[config.mk]
export PLATFORM = sky130hd
export DESIGN_NAME = burst_write_master
export DESIGN_NICKNAME = d
export VERILOG_FILES = /design/src/rtl/bmb_pkg.sv /design/src/rtl/bmb_ctl.sv /design/src/rtl/bmb_track.sv /design/src/rtl/bmb_drive.sv /design/src/rtl/burst_write_master.sv
export SDC_FILE = /design/constraint.sdc
export NUM_CORES = 1
export LEC_CHECK = 0
export BUFFER_PORTS_ARGS = -buffer_cell sky130_fd_sc_hd__buf_2
export CELL_PAD_IN_SITES_DETAIL_PLACEMENT = 0
export CELL_PAD_IN_SITES_GLOBAL_PLACEMENT = 1
export CORE_MARGIN = 2
export CORE_UTILIZATION = 30
export DETAILED_ROUTE_END_ITERATION = 10
export PLACE_DENSITY_LB_ADDON = 0.12
export SLEW_MARGIN = 20
export SYNTH_ARGS = -nofsm -noshare
export SYNTH_HDL_FRONTEND = slang
export SYNTH_SLANG_ARGS = --single-unit
[constraint.sdc]
create_clock -name clk -period 5.9 [get_ports clk]
set_input_delay 0.885 -clock clk [delete_from_list [all_inputs] [get_ports clk]]
set_output_delay 0.885 -clock clk [all_outputs]
set_load 0.02 [all_outputs]
[src/rtl/bmb_pkg.sv]
package bmb_pkg;

  typedef enum logic [1:0] {
    ST_IDLE  = 2'd0,
    ST_REQ   = 2'd1,
    ST_BURST = 2'd2
  } bm_state_e;

  typedef enum logic [1:0] {
    EV_NONE  = 2'd0,
    EV_BEAT  = 2'd1,
    EV_RETRY = 2'd2,
    EV_ABORT = 2'd3
  } bm_event_e;

  // Resolves what the slave said this cycle; abort beats retry beats ack.
  function automatic bm_event_e classify(input logic in_burst,
                                         input logic ack,
                                         input logic retry,
                                         input logic err,
                                         input logic tmo,
                                         input logic valid);
    if (!in_burst)     return EV_NONE;
    if (err || tmo)    return EV_ABORT;
    if (retry)         return EV_RETRY;
    if (ack && valid)  return EV_BEAT;
    return EV_NONE;
  endfunction

endpackage

[src/rtl/bmb_ctl.sv]
module bmb_ctl
  import bmb_pkg::*;
(
  input  logic      clk,
  input  logic      rst_n,
  input  logic      frame_go,
  input  logic      bus_gnt,
  input  bm_event_e ev,
  input  logic      last_word,
  output bm_state_e state,
  output logic      err_flag
);

  bm_state_e state_nx;
  logic      err_nx;

  always_comb begin
    state_nx = state;
    err_nx   = err_flag;
    unique case (state)
      ST_IDLE:  if (frame_go) state_nx = ST_REQ;
      ST_REQ:   if (bus_gnt)  state_nx = ST_BURST;
      ST_BURST: begin
        if (ev == EV_ABORT) begin
          state_nx = ST_IDLE;
          err_nx   = 1'b1;
        end else if (ev == EV_RETRY) begin
          state_nx = ST_REQ;
        end else if (ev == EV_BEAT && last_word) begin
          state_nx = ST_IDLE;
        end
      end
      default:  state_nx = ST_IDLE;
    endcase
  end

  always_ff @(posedge clk or negedge rst_n) begin
    if (!rst_n) begin
      state    <= ST_IDLE;
      err_flag <= 1'b0;
    end else begin
      state    <= state_nx;
      err_flag <= err_nx;
    end
  end

endmodule

[src/rtl/bmb_track.sv]
module bmb_track #(
  parameter int AW = 32,
  parameter int DW = 32,
  parameter int LW = 20
) (
  input  logic          clk,
  input  logic          rst_n,
  input  logic          load,
  input  logic          step,
  input  logic [AW-1:0] base,
  input  logic [LW-1:0] len,
  output logic [AW-1:0] addr,
  output logic          more,
  output logic          last
);

  localparam int WBYTES = DW / 8;

  logic [LW-1:0] remain;

  function automatic logic [AW-1:0] next_addr(input logic [AW-1:0] a);
    return a + AW'(WBYTES);
  endfunction

  function automatic logic words_after(input logic [LW-1:0] r);
    return r > LW'(1);
  endfunction

  always_ff @(posedge clk or negedge rst_n) begin
    if (!rst_n) begin
      addr   <= '0;
      remain <= '0;
    end else if (load) begin
      addr   <= base;
      remain <= len;
    end else if (step) begin
      addr   <= next_addr(addr);
      remain <= remain - LW'(1);
    end
  end

  assign more = words_after(remain);
  assign last = (remain == LW'(1));

endmodule

[src/rtl/bmb_drive.sv]
module bmb_drive
  import bmb_pkg::*;
#(
  parameter int AW = 32,
  parameter int DW = 32
) (
  input  bm_state_e       state,
  input  logic [AW-1:0]   addr,
  input  logic            more,
  input  logic            src_valid,
  input  logic [DW-1:0]   src_data,
  output logic            bus_req,
  output logic            bus_sel,
  output logic            bus_lock,
  output logic            bus_seq,
  output logic [DW/8-1:0] bus_be,
  output logic [AW-1:0]   bus_addr,
  output logic [DW-1:0]   bus_wdata
);

  logic owning;
  logic present;

  assign owning    = (state == ST_BURST);
  assign present   = owning && src_valid;
  assign bus_req   = (state == ST_REQ);
  assign bus_sel   = owning;
  assign bus_lock  = owning;
  assign bus_seq   = owning && more;
  assign bus_be    = present ? '1 : '0;
  assign bus_addr  = owning ? addr : '0;
  assign bus_wdata = present ? src_data : '0;

endmodule

[src/rtl/burst_write_master.sv]
module burst_write_master
  import bmb_pkg::*;
#(
  parameter int AW = 32,
  parameter int DW = 32,
  parameter int LW = 20
) (
  input  logic            clk,
  input  logic            rst_n,
  input  logic            frame_start,
  input  logic [AW-1:0]   cfg_base,
  input  logic [LW-1:0]   cfg_words,
  input  logic            src_valid,
  input  logic [DW-1:0]   src_data,
  output logic            src_ready,
  output logic            bus_req,
  input  logic            bus_gnt,
  output logic            bus_sel,
  output logic            bus_lock,
  output logic            bus_seq,
  output logic [DW/8-1:0] bus_be,
  output logic [AW-1:0]   bus_addr,
  output logic [DW-1:0]   bus_wdata,
  input  logic            bus_ack,
  input  logic            bus_retry,
  input  logic            bus_err,
  input  logic            bus_timeout,
  output logic            err_flag
);

  bm_state_e state;
  bm_event_e ev;
  logic      frame_go;
  logic      ev_beat;
  logic      ev_retry;
  logic      ev_abort;
  logic      more;
  logic      last;
  logic [AW-1:0] cur_addr;

  assign frame_go = frame_start && (state == ST_IDLE) && (cfg_words != '0);
  assign ev       = classify(state == ST_BURST, bus_ack, bus_retry,
                             bus_err, bus_timeout, src_valid);
  assign ev_beat  = (ev == EV_BEAT);
  assign ev_retry = (ev == EV_RETRY);
  assign ev_abort = (ev == EV_ABORT);
  assign src_ready = ev_beat;

  bmb_ctl u_ctl (
    .clk      (clk),
    .rst_n    (rst_n),
    .frame_go (frame_go),
    .bus_gnt  (bus_gnt),
    .ev       (ev),
    .last_word(last),
    .state    (state),
    .err_flag (err_flag)
  );

  bmb_track #(.AW(AW), .DW(DW), .LW(LW)) u_track (
    .clk   (clk),
    .rst_n (rst_n),
    .load  (frame_go),
    .step  (ev_beat),
    .base  (cfg_base),
    .len   (cfg_words),
    .addr  (cur_addr),
    .more  (more),
    .last  (last)
  );

  bmb_drive #(.AW(AW), .DW(DW)) u_drive (
    .state     (state),
    .addr      (cur_addr),
    .more      (more),
    .src_valid (src_valid),
    .src_data  (src_data),
    .bus_req   (bus_req),
    .bus_sel   (bus_sel),
    .bus_lock  (bus_lock),
    .bus_seq   (bus_seq),
    .bus_be    (bus_be),
    .bus_addr  (bus_addr),
    .bus_wdata (bus_wdata)
  );

endmodule

* After elaboration in Yosys (flattened, before gate mapping) *
Cells that the tools add are included.

storage, ports and cells
  flip-flop bits (word level) = 55
  input port bits = 93
  output and inout bits = 74
  logic and storage cells = 58

cells by class
  $add $sub $neg = 2
  $lt $le $gt $ge = 1
  eq/ne operators = 9
  mux-type cells = 30
  reductions and logical operators = 12

operators with widths
  operator                                               number
  two-way mux 32 bit                                     4
  two-way mux 20 bit                                     2
  adder 32 x 3 -> 32 bit (second input constant)         1
  two-way mux 2 bit                                      13
  equality test 20 x 1 -> 1 bit (second input constant)  1
  > comparator 20 x 1 -> 1 bit (second input constant)   1
  nonzero test 20 bit                                    1
  subtractor 20 x 1 -> 20 bit (second input constant)    1
  two-way mux 1 bit                                      9
  equality test 2 bit (second input constant)            3
  logical AND 1 bit                                      6
  case mux 2 bit (3 select lines)                        1
  equality test 2 x 1 -> 1 bit (second input constant)   2
  two-way mux 4 bit                                      1
  != test 4 bit (second input constant)                  1
  AND reduction 3 bit                                    1
  zero test 2 bit                                        1
  != test 2 x 1 -> 1 bit (second input constant)         1
  != test 2 bit (second input constant)                  1
  AND reduction 2 bit                                    1
  nonzero test 2 bit                                     1
  logical OR 1 bit                                       1

* Longest topological paths before layout *
Gate-level depths: netlist (run 1).

  depth after elaboration = 18
  depth in mapped cells = 8
  gate-level depth less buffers = 7

* Hierarchy *
Synthesis (run 1) repeated with hierarchy kept, for this count alone.

unflattened totals
  cells, all modules = 458
  area total of the unflattened synthesis = 4,031.4 µm²

by module, submodules not included
  module              times used  cells each  area an instance (µm²)  sequential area each (µm²)
  bmb_track           1           339         3,001.6                 1,301.2
  bmb_drive           1           90          787.0                   0.0
  bmb_ctl             1           12          138.9                   75.1
  burst_write_master  1           17          103.8                   0.0

* Worst setup path after synthesis (run 1) *
OpenSTA, ideal clock, no wires.

  path type = in2out
  start point = input bus_timeout
  end point = output src_ready
  arrival time = 2,010 ps
  required time = 5,015 ps
  slack = 3,005 ps
  stages on the path = 5
  buffers on the path = 2
  cell sequence = or3_4 > or2_2 > inv_2 > buf_4 > buf_2

between the ends
  word-level cells in the longest chain between the ends = 9
  elaborated cells on any way between the ends = 11
  those cells by class = eq/ne (1); mux (9); reduce/logical (1)

ends and longest elaborated chain
  what                            line                      text
  from (decl)                     burst_write_master.sv:27  input logic bus_timeout,
  logical OR 1 bit *              bmb_pkg.sv:24             if (err || tmo) return EV_ABORT;
  two-way mux 2 bit               bmb_pkg.sv:24
  two-way mux 2 bit               bmb_pkg.sv:25             if (retry) return EV_RETRY;
  two-way mux 2 bit               bmb_pkg.sv:26             if (ack && valid) return EV_BEAT;
  two-way mux 2 bit               bmb_pkg.sv:27             return EV_NONE;
  two-way mux 2 bit               bmb_pkg.sv:26
  two-way mux 2 bit *             bmb_pkg.sv:25
  two-way mux 2 bit *             bmb_pkg.sv:24
  equality test 2 x 1 -> 1 bit *  burst_write_master.sv:44  assign ev_beat = (ev == EV_BEAT);
  to (decl)                       burst_write_master.sv:15  output logic src_ready,

Every way passes the cells marked *; elsewhere a longest branch is shown, timed or not. The select of a mux whose other input is x is not followed.

* Final worst setup path (run 1) *
  start point = input src_valid
  end point = output src_ready

between the ends
  word-level cells in the longest chain between the ends = 10
  elaborated cells on any way between the ends = 11
  those cells by class = eq/ne (1); mux (9); reduce/logical (1)

ends and longest elaborated chain
  what                            line                      text
  from (decl)                     burst_write_master.sv:13  input logic src_valid,
  logical AND 1 bit *             bmb_pkg.sv:26
  two-way mux 1 bit (2 in a row)  bmb_pkg.sv:26
  two-way mux 1 bit               bmb_pkg.sv:25
  two-way mux 1 bit               bmb_pkg.sv:24
  two-way mux 2 bit *             bmb_pkg.sv:27
  two-way mux 2 bit *             bmb_pkg.sv:26
  two-way mux 2 bit *             bmb_pkg.sv:25
  two-way mux 2 bit *             bmb_pkg.sv:24
  equality test 2 x 1 -> 1 bit *  burst_write_master.sv:44

Marks and branches as above.

==> flow_summary.yaml, run 1 <==
finish:
  diodes: 0
  ff_latch_area_mm2: 0.00138
  nFillCells: 1309
  fin_cells: 771
  drive_gt1_share_pct: 32.7
  fin_nets: 698
  area_growth_syn_to_layout_pct: 28.6
  multiInputGateArea_mm2: 0.00221
setup_path:
  cp_max_fo: 39
  path_cells: "buf_2 -> nand4b_1 -> or2_2 -> inv_2 -> buf_2"
  critPathLaunchType: "input pin"
  max_stage_delay_ps: 660
  slowest_stage: "or2_2"
  crit_type: "input pin to primary output"
  crit_required_ps: 5020
  path_common_cell: "buf_2"
  cp.arrival_ps: 3110
  end_kind: "primary output"
synth:
  ys_types: 49
  synth-xor-area-share_pct: 3.03
  synth_mux_area_share_pct: 0
  async_flop_share_pct: 100
  yosysSeqAreaShare_pct: 36.7
  syn_area_per_cell_um2: 8.15
  synth-main-ff-cell: "dfrtp_1"
  syn-num-nets: 557
  synth_top_family_by_area: "simple AND/OR/NAND/NOR gates"
  synthCells: 461
  yosys.area_share.simple_pct: 35.3
  yosysWarnings: 0
  synth_fa_ha_area_share_pct: 1.00
  synth-seq-cells: 55
  synth_edf_count: 0
  synth_area_mm2: 0.00375
  synth_compound_area_share_pct: 18.8
pwr:
  p_sw_mw: 0.819
  sequentialPowerShare_pct: 42.5
  p_per_area_mw_per_mm2: 379
  intPower_mw: 1.01
  switching_share_pct: 44.7
  power.total_mw: 1.83
  combPwrFrac_pct: 41.2
  ir_drop_uv: 145
  p_leak_nw: 2.37
  p_clk_share_pct: 16.4
sta:
  slew_viol_final: 0
  fin_crit_ps: 3990
  relSlewSlack_pct: 35.4
  timing.final.crit_share_pct: 67.7
  worst_slew_pin_slew_ps: 969
  fmax_mhz: 250
  rsz0062_at_grt: "no"
  setup_tns_ps: 0
  skew_ps: 7.18
  hold_violations: 0
  setup_viol: 0
floorplan:
  chipHeight_um: 116
  io_pins: 167
  start_util_pct: 31.0
  placementRows: 40
  die-area_mm2: 0.0134
  core_area_mm2: 0.0121
  die_x_um: 116
global_routing:
  grt_max_degree: 56
  first_global_vias: 3765
  grt_pass1_wl_um: 19200
  grt-ovfl-total: 0
  grt_antenna_before_repair: 0
  grt_use_total_pct: 17.8
drt:
  drtPass1Iterations: 4
  vias: 4005
  viasPerCell: 5.19
  wirelength_um: 12300
  drt-wirelength-per-cell_um: 15.9
  drc: 0
  ant_nets: 0
  drt-initial-drc-count: 177
clock_tree:
  cts_hold_buf: 0
  post_cts_resize_count: 0
  cts_buffers: 5
  post_cts_buffers: 0
  cts_root_buf: "clkbuf_16"
  clock_latency_ps: 300
  cts_tree: "done"
  cts_max_level: 2
  clockBufferDepth: 2
  path_clk_slew_ps: 70
  cts.sinks: 55
outcome:
  status: "finished, final reports clean"
job:
  cap_violations: 0
place:
  gp_congestion: 0.752
  port_buffers: 166
  hpwl_um: 8770
  dp_cells: 763
min_path:
  hold_path.class: "flip-flop to flip-flop"
-- worst paths after layout --
check,startpoint,end,slack [ps],depth (start not counted)
setup / recovery,src_valid,src_ready,1910,5
hold / removal,u_ctl.err_flag$_DFFE_PN0P_,u_ctl.err_flag$_DFFE_PN0P_,470,1
setup reg to reg,u_ctl.state[0]$_DFFE_PN0P_,u_track.addr[20]$_DFFE_PN0P_,2950,6
hold reg to reg,u_ctl.err_flag$_DFFE_PN0P_,u_ctl.err_flag$_DFFE_PN0P_,470,1
max in group asynchronous,rst_n,u_track.remain[1]$_DFFE_PN0P_,4670,2
min in group asynchronous,rst_n,u_track.addr[12]$_DFFE_PN0P_,740,2
-- cells by family (layout without fill, tap and decap cells) --
family | after synthesis | count (layout)
AO/OA/AOI/OAI | 103 | 103
adder cells (fa/ha/maj) | 3 | 3
AND/OR/NAND/NOR | 242 | 242
flip-flops | 55 | 55
XOR/XNOR | 13 | 13
buffers and inverters | 45 | 187
-- stage by stage --
step / utilization [%] / hold slack, ps / setup slack, ps / cell area (µm²)
6_report: 39.9 / 471 / 1910 / 4830
5_1_grt: 39.9 / 512 / 1730 / 4830
4_1_cts: 39.8 / 478 / 1890 / 4820
3_5_place_dp: 38.6 / 459 / 1920 / 4680
3_3_place_gp: 38.6 / 460 / 1970 / 4680
2_1_floorplan: - / 437 / 3000 / 3750
-- cells in the final DEF (no fill, tap or decap), types with 4 or more instances in the layout --
cell type | netlist | final
nand2_1 | 61 | 61
buf_4 | 6 | 4
nor3_1 | 15 | 15
nand3_1 | 28 | 28
o211ai_1 | 12 | 12
o21ai_0 | 29 | 28
a221o_1 | 8 | 8
and2_1 | 31 | 31
o31ai_1 | 16 | 16
or3_1 | 4 | 4
nor2_1 | 25 | 24
nor4_1 | 10 | 9
inv_1 | 8 | 8
buf_2 | 3 | 166
a31oi_1 | 8 | 8
xor2_1 | 7 | 7
and3_1 | 36 | 36
xnor2_1 | 6 | 6
o311ai_0 | 5 | 5
nand4_1 | 10 | 10
or2_2 | 4 | 4
clkbuf_16 | 0 | 5
a21oi_1 | 9 | 9
dfrtp_1 | 55 | 55
-- worst max-delay path: cells and delay by family --
| family | cells | cell delay, ps |
|---|---|---|
| buf+inv | 3 | 1240 |
| simple gates | 2 | 950 |
-- power groups by stage --
stage	clock network (mW)	logic [mW]	registers [mW]
detailed placement	0	0.759	0.781
global route	0.319	0.850	0.814
global placement	0	0.746	0.778
finish	0.300	0.754	0.777
CTS	0.309	0.761	0.775
floorplan	0	0.576	0.704
-- metal layers --
metal,vias up,global-route usage [%],part of all wire (%)
li1,1977,-,-
met1,1888,23.8,46
met2,136,31.2,48
met3,4,2.72,5.6
met4,0,2.86,0.35
met5,-,0,0
-- flip-flops by register name, summed over array words and instances, names as in the netlist --
name and flops:
u_track.addr 32, u_track.remain 20, u_ctl.state 2, u_ctl.err_flag 1
-- synthesized netlist by cell type (2+ instances only) --
master	number	area, µm²
nand3_1	28	140
xor2_1	7	61.3
ha_1	3	37.5
dfrtp_1	55	1380
o31ai_1	16	120
o311ai_1	3	26.3
nand2_1	61	229
or3_1	4	25.0
or4_1	2	15.0
and4_1	2	17.5
nor3_1	15	75.1
a22oi_1	2	15.0
nor4_2	2	25.0
inv_1	8	30.0
and2_1	31	194
or2_2	4	25.0
nand3b_1	2	15.0
a32oi_1	2	17.5
nor4_1	10	62.6
nand4_1	10	62.6
nor2_1	25	93.8
and3_1	36	225
o211ai_1	12	90.1
a22o_1	2	17.5
o21ai_0	29	145
a221o_1	8	80.1
a31oi_1	8	50.1
xnor2_1	6	52.6
buf_2	3	15.0
and4bb_2	2	25.0
clkbuf_1	27	101
a21oi_1	9	45.0
buf_4	6	45.0
o311ai_0	5	43.8
nor4_4	2	42.5
-- layout make-up --
type / count / share of cell area, %
Inverter: 9 / 0.700
Clock inverter: 3 / 0.311
Clock buffer: 5 / 2.59
Tap cell: 168 / 4.35
Sequential cell: 55 / 28.5
Multi-Input combinational cell: 361 / 45.7
Timing Repair Buffer: 170 / 17.8
Note: power is estimated with default switching activity, not from simulation.
==> run 2: changes to the inputs <==
--- a/config.mk
+++ b/config.mk
@@ -5,6 +5,7 @@
 export SDC_FILE = /design/constraint.sdc
 export NUM_CORES = 1
 export LEC_CHECK = 0
+export ABC_AREA = 1
 export BUFFER_PORTS_ARGS = -buffer_cell sky130_fd_sc_hd__buf_2
 export CELL_PAD_IN_SITES_DETAIL_PLACEMENT = 0
 export CELL_PAD_IN_SITES_GLOBAL_PLACEMENT = 1
==> constraint.sdc (replaced) <==
create_clock -name clk -period 3.6 [get_ports clk]
set_input_delay 0.54 -clock clk [delete_from_list [all_inputs] [get_ports clk]]
set_output_delay 0.54 -clock clk [all_outputs]
set_load 0.02 [all_outputs]
==> run 2 against run 1 <==
Setup slack worse by 960 ps. Synthesized cell count up 66%. Sequential power up 65%. Final cell count up 42%. Register-to-register slack worse by 1600 ps. Global-route usage up 1.5 points. Die area up 20%. Count of clock-buffer cells in the layout up 1. Non-clock buffer count up 3. Worst hold slack worse by 200 ps. Clock power up 120%. Clock skew about the same. Highest routed layer unchanged.
==> flow_summary.yaml, run 2 <==
drt:
  viasPerCell: 4.78
  top_layer_used: "met4"
  drt-wirelength-per-cell_um: 14.2
  vias: 5234
  wl_met2_um: 7780
  drc: 0
  dr_wl_met3_um: 822
  wirelength_um: 15600
  drt-initial-drc-count: 298
  ant_nets: 0
  drtPass1Iterations: 5
  wl_met1_um: 6830
floorplan:
  start_util_pct: 30.9
  placementRows: 44
  die_x_um: 127
  core_area_mm2: 0.0146
  chipHeight_um: 127
  die-area_mm2: 0.0161
  io_pins: 167
finish:
  ff_latch_area_mm2: 0.00138
  area_growth_syn_to_layout_pct: 24.7
  nFillCells: 1645
  top_register: "u_track.addr"
  utilization_pct: 38.5
  largest_register_ffs: 32
  mostFrequentLayoutCell: "nand3_1"
  layout_common_cells: "nand3_1, nand2_1, nor2_1, buf_2, inv_1"
  top_regs: "u_track.addr (32), u_track.remain (20), u_ctl.state (2)"
  drive_gt1_share_pct: 20.6
  multiInputGateArea_mm2: 0.00260
  fin_nets: 1007
  stdcell_area_mm2: 0.00564
  diodes: 0
clock_tree:
  cts.sinks: 55
  clock_latency_ps: 310
  cts_buffers: 5
  cts_hold_buf: 0
  path_clk_slew_ps: 70
  cts_max_level: 2
  clockBufferDepth: 2
  cts_tree: "done"
  post_cts_resize_count: 0
  post_cts_buffers: 0
  cts_root_buf: "clkbuf_16"
synth:
  syn-num-nets: 863
  syn_area_per_cell_um2: 5.90
  netlist.area_leader.share_pct: 30.4
  async_flop_share_pct: 100
  yosysMostFrequentCell: "nand3_1"
  yosysWarnings: 0
  ys_types: 30
  synth_edf_count: 0
  yosysSeqAreaShare_pct: 30.4
  synthCells: 767
  synthTopCellsByArea: "dfrtp_1, nand3_1, nand2_1"
  synth-seq-cells: 55
  synth_area_mm2: 0.00452
  synth_top_area_cell: "dfrtp_1"
  synth-main-ff-cell: "dfrtp_1"
  synth_common_cells: "nand3_1, nand2_1, nor2_1, inv_1, dfrtp_1"
setup_path:
  critPathLaunchType: "flip-flop"
  max_stage_delay_ps: 420
  cp.arrival_ps: 2120
  critical-path-top-delay-family: "simple AND/OR/NAND/NOR gates"
  worst-path-stages: 7
  crit_type: "flip-flop to primary output"
  slowest_stage: "dfrtp_1"
  crit_required_ps: 3060
  path_cells: "inv_1 -> ha_1 -> nand2_1 -> nor2_1 -> nand4_1 -> and3_1 -> buf_2"
  reg2regPathDepth: 8
  end_kind: "primary output"
  crit_buf_inv: 2
  cp_max_fo: 5
sta:
  slew_viol_final: 0
  worst_slew_pin_slew_ps: 952
  setup_viol: 0
  timing.hold.ws_ps: 274
  rsz0062_at_grt: "no"
  timing.final.crit_share_pct: 73.8
  relSlewSlack_pct: 36.4
  setup_tns_ps: 0
  fin_crit_ps: 2660
  fmax_mhz: 376
  hold_violations: 0
  skew_ps: 7.20
job:
  cap_violations: 0
global_routing:
  grt_pass1_wl_um: 25300
  grt_use_total_pct: 19.3
  grt_max_degree: 56
  grt_antenna_before_repair: 0
  first_global_vias: 5181
  grt-ovfl-total: 0
place:
  gp_congestion: 0.839
  place_area_mm2: 0.00545
  hpwl_um: 11700
  port_buffers: 166
outcome:
  status: "finished, final reports clean"
pwr:
  ir_drop_uv: 319
  p_leak_nw: 3.10
  power.total_mw: 3.60
  p_per_area_mw_per_mm2: 639
min_path:
  hold_path.class: "input pin to asynchronous set/reset pin"
## run 2: cell types whose count changed after synthesis, sizes merged, moves of 14 or more
| cell | previous run | this run |
|---|---|---|
| nor4 | 14 | 0 |
| and3 | 36 | 1 |
| nor2 | 25 | 170 |
| o31ai | 16 | 0 |
| nand3 | 28 | 187 |
| o21ai | 29 | 12 |
| and2 | 31 | 1 |
| nor3 | 15 | 0 |
| nand2 | 62 | 176 |
| inv | 9 | 95 |
## run 2: logic make-up after synthesis
family	Yosys count	share of synthesized area [%]
fa+ha+maj	3	0.830
flops	55	30.4
simple gates	549	52.3
xor+xnor	7	1.36
compound gates	22	2.79
buf+inv	131	12.3
## run 2: metal layers
metal  vias up  track usage, %
li1       2706               -
met1      2395            23.7
met2       121            35.4
met3        12            3.84
met4         0            3.68
met5         -               0
## run 2: power breakdown
part / internal [mW] / switching [mW] / total [mW]
registers: 0.907 / 0.376 / 1.28
clock network: 0.400 / 0.246 / 0.646
logic: 0.585 / 1.09 / 1.68
total: 1.89 / 1.71 / 3.60
## run 2: area by class of cell
class,count,area share (%)
clock inverters,2,1.07
clock buffers,6,2.29
multi-input cells,581,46.1
well taps,184,4.08
flip-flops and latches,55,24.4
inverters,95,6.33
repair buffers,173,15.7
## run 2: worst paths after layout
path	slack, ps	startpoint	endpoint
min in group clk	470	bus_gnt	u_ctl.state[1]$_DFFE_PN0P_
worst min register to register	470	u_ctl.err_flag$_DFFE_PN0P_	u_ctl.err_flag$_DFFE_PN0P_
worst max-delay path	940	u_track.remain[0]$_DFFE_PN0P_	bus_seq
worst max register to register	1380	u_ctl.state[0]$_DFFE_PN0P_	u_track.remain[1]$_DFFE_PN0P_
max in group asynchronous	2450	rst_n	u_track.addr[25]$_DFFE_PN0P_
worst min-delay path	270	rst_n	u_track.addr[6]$_DFFE_PN0P_
## run 2: metrics by stage
stage / instances / setup WS (ps)
detailed placement: 1088 / 1160
floorplan: 767 / 1670
CTS: 1096 / 920
global route: 1096 / 726
finish: 1096 / 942
global placement: 1088 / 1270
==> run 3: changes to the inputs <==
==> constraint.sdc (replaced) <==
create_clock -name clk -period 2.3 [get_ports clk]
set_input_delay 0.345 -clock clk [delete_from_list [all_inputs] [get_ports clk]]
set_output_delay 0.345 -clock clk [all_outputs]
set_load 0.02 [all_outputs]
==> run 3 against run 2 <==
Via count grew 1.1%. Sequential share of layout area fell by 0.23 points. Wire length increased by 2.8%. Critical path depth unchanged. Setup slack worse by 840 ps. Global-route usage increased by 0.40 points.
==> flow_summary.yaml, run 3 (synthesized netlist as in run 2, its figures left out) <==
outcome:
  status: "finished, final reports clean"
floorplan:
  die-area_mm2: 0.0161
  start_util_pct: 30.9
  core_area_mm2: 0.0146
  die_x_um: 127
  placementRows: 44
  chipHeight_um: 127
  io_pins: 167
setup_path:
  end_kind: "primary output"
  cp_max_fo: 5
  critical-path-top-delay-family: "simple AND/OR/NAND/NOR gates"
  crit_type: "flip-flop to primary output"
  cp.arrival_ps: 1850
  crit_required_ps: 1960
  slowest_stage: "dfrtp_1"
  max_stage_delay_ps: 430
  critPathLaunchType: "flip-flop"
  crit_buf_inv: 2
  path_cells: "inv_2 -> ha_2 -> nand2_1 -> nor2_1 -> nand4_1 -> and3_1 -> buf_2"
sta:
  relSlewSlack_pct: 37.3
  finalWorstSetupSlack_ps: 104
  fin_crit_ps: 2200
  rsz0062_at_grt: "no"
  slew_viol_final: 0
  setup_viol: 0
  setup_tns_ps: 0
  skew_ps: 11.6
  fmax_mhz: 455
  hold_violations: 0
  worst_slew_pin_slew_ps: 940
  timing.final.crit_share_pct: 95.5
clock_tree:
  cts_hold_buf: 0
  path_clk_slew_ps: 80
  clock_latency_ps: 320
  cts_max_level: 2
  cts_tree: "done"
  cts_root_buf: "clkbuf_16"
  cts.sinks: 55
  cts_buffers: 5
  clockBufferDepth: 2
finish:
  top_register: "u_track.addr"
  multiInputGateArea_mm2: 0.00260
  drive_gt1_share_pct: 21.5
  ff_latch_area_mm2: 0.00138
  stdcell_area_mm2: 0.00569
  fin_nets: 1014
  largest_register_ffs: 32
  top_regs: "u_track.addr (32), u_track.remain (20), u_ctl.state (2)"
  nFillCells: 1679
  layout_common_cells: "nand3_1, nand2_1, nor2_1, buf_2, inv_1"
  diodes: 0
  area_growth_syn_to_layout_pct: 25.8
  mostFrequentLayoutCell: "nand3_1"
place:
  place_area_mm2: 0.00551
  pre_cts_slack_ps: 385
  hpwl_um: 12200
  gp_congestion: 0.874
  port_buffers: 166
pwr:
  power.total_mw: 5.67
  p_per_area_mw_per_mm2: 996
  ir_drop_uv: 330
  p_leak_nw: 3.13
global_routing:
  grt_pass1_wl_um: 25600
  first_global_vias: 5087
  grt_max_degree: 48
  grt-ovfl-total: 0
  top_usage_layer: "met2"
  use_met1_pct: 24.1
  use_met3_pct: 3.12
  grt_antenna_before_repair: 0
  grt_use_total_pct: 19.7
  use_met2_pct: 37.0
drt:
  drc: 0
  drt-wirelength-per-cell_um: 14.5
  drt-initial-drc-count: 323
  viasPerCell: 4.80
  ant_nets: 0
  drtPass1Iterations: 7
  vias: 5292
  wirelength_um: 16000
min_path:
  hold_path.class: "input pin to asynchronous set/reset pin"
job:
  cap_violations: 0
## run 3: changes by cell type in the layout (fill, tap and decap cells not counted), sizes merged
cell / before / now
buf: 173 / 180
bufinv: 2 / 1
clkinv: 0 / 1
## run 3: layout make-up
class | count | area share [%]
repair buffers | 180 | 16.7
well taps | 184 | 4.05
multi-input cells | 581 | 45.8
flip-flops and latches | 55 | 24.2
clock inverters | 2 | 0.616
inverters | 95 | 6.27
clock buffers | 6 | 2.44
## run 3: worst paths after layout
| kind | slack (ps) | to | startpoint | depth (start not counted) |
|---|---|---|---|---|
| worst min-delay path | 40 | u_track.addr[11]$_DFFE_PN0P_ | rst_n | 1 |
| worst min register to register | 480 | u_ctl.err_flag$_DFFE_PN0P_ | u_ctl.err_flag$_DFFE_PN0P_ | 1 |
| max in group asynchronous | 1650 | u_ctl.state[0]$_DFFE_PN0P_ | rst_n | 2 |
| worst max register to register | 470 | u_track.remain[1]$_DFFE_PN0P_ | u_ctl.state[1]$_DFFE_PN0P_ | 7 |
| worst max-delay path | 100 | bus_seq | u_track.remain[0]$_DFFE_PN0P_ | 7 |
| min in group clk | 270 | u_track.addr[24]$_DFFE_PN0P_ | cfg_base[24] | 3 |
## run 3: worst reg2reg max path, delay by kind of cell (launching register included)
kind | cells | cell delay, ps
buffers and inverters | 2 | 730
and+or+nand+nor | 5 | 530
DFF | 1 | 460
## run 3: per-stage QoR
| stage | std cells | utilization (%) | hold slack, ps |
|---|---|---|---|
| after floorplan | 767 | - | 49.4 |
| after global placement | 1095 | 37.6 | 402 |
| after detailed placement | 1095 | 37.6 | 397 |
| after CTS | 1103 | 38.8 | 55.3 |
| after global routing | 1103 | 38.9 | 82.5 |
| final | 1103 | 38.9 | 35.4 |
## run 3: routing by layer
layer | vias to the layer above | part of all wire (%)
met2 | 132 | 52
li1 | 2727 | -
met5 | - | 0
met4 | 0 | 0.66
met3 | 8 | 4.7
met1 | 2425 | 43
## run 3: power by group
| group | internal (mW) | switching [mW] | total [mW] |
|---|---|---|---|
| Clock | 0.544 | 0.413 | 0.957 |
| Combinational | 0.959 | 1.73 | 2.69 |
| Sequential | 1.42 | 0.598 | 2.02 |
| Total | 2.92 | 2.74 | 5.67 |
## run 3: timing repair
item,in CTS,in global routing
setup endpoints to repair,0,1
buffers inserted,0,0
resized for setup,0,2
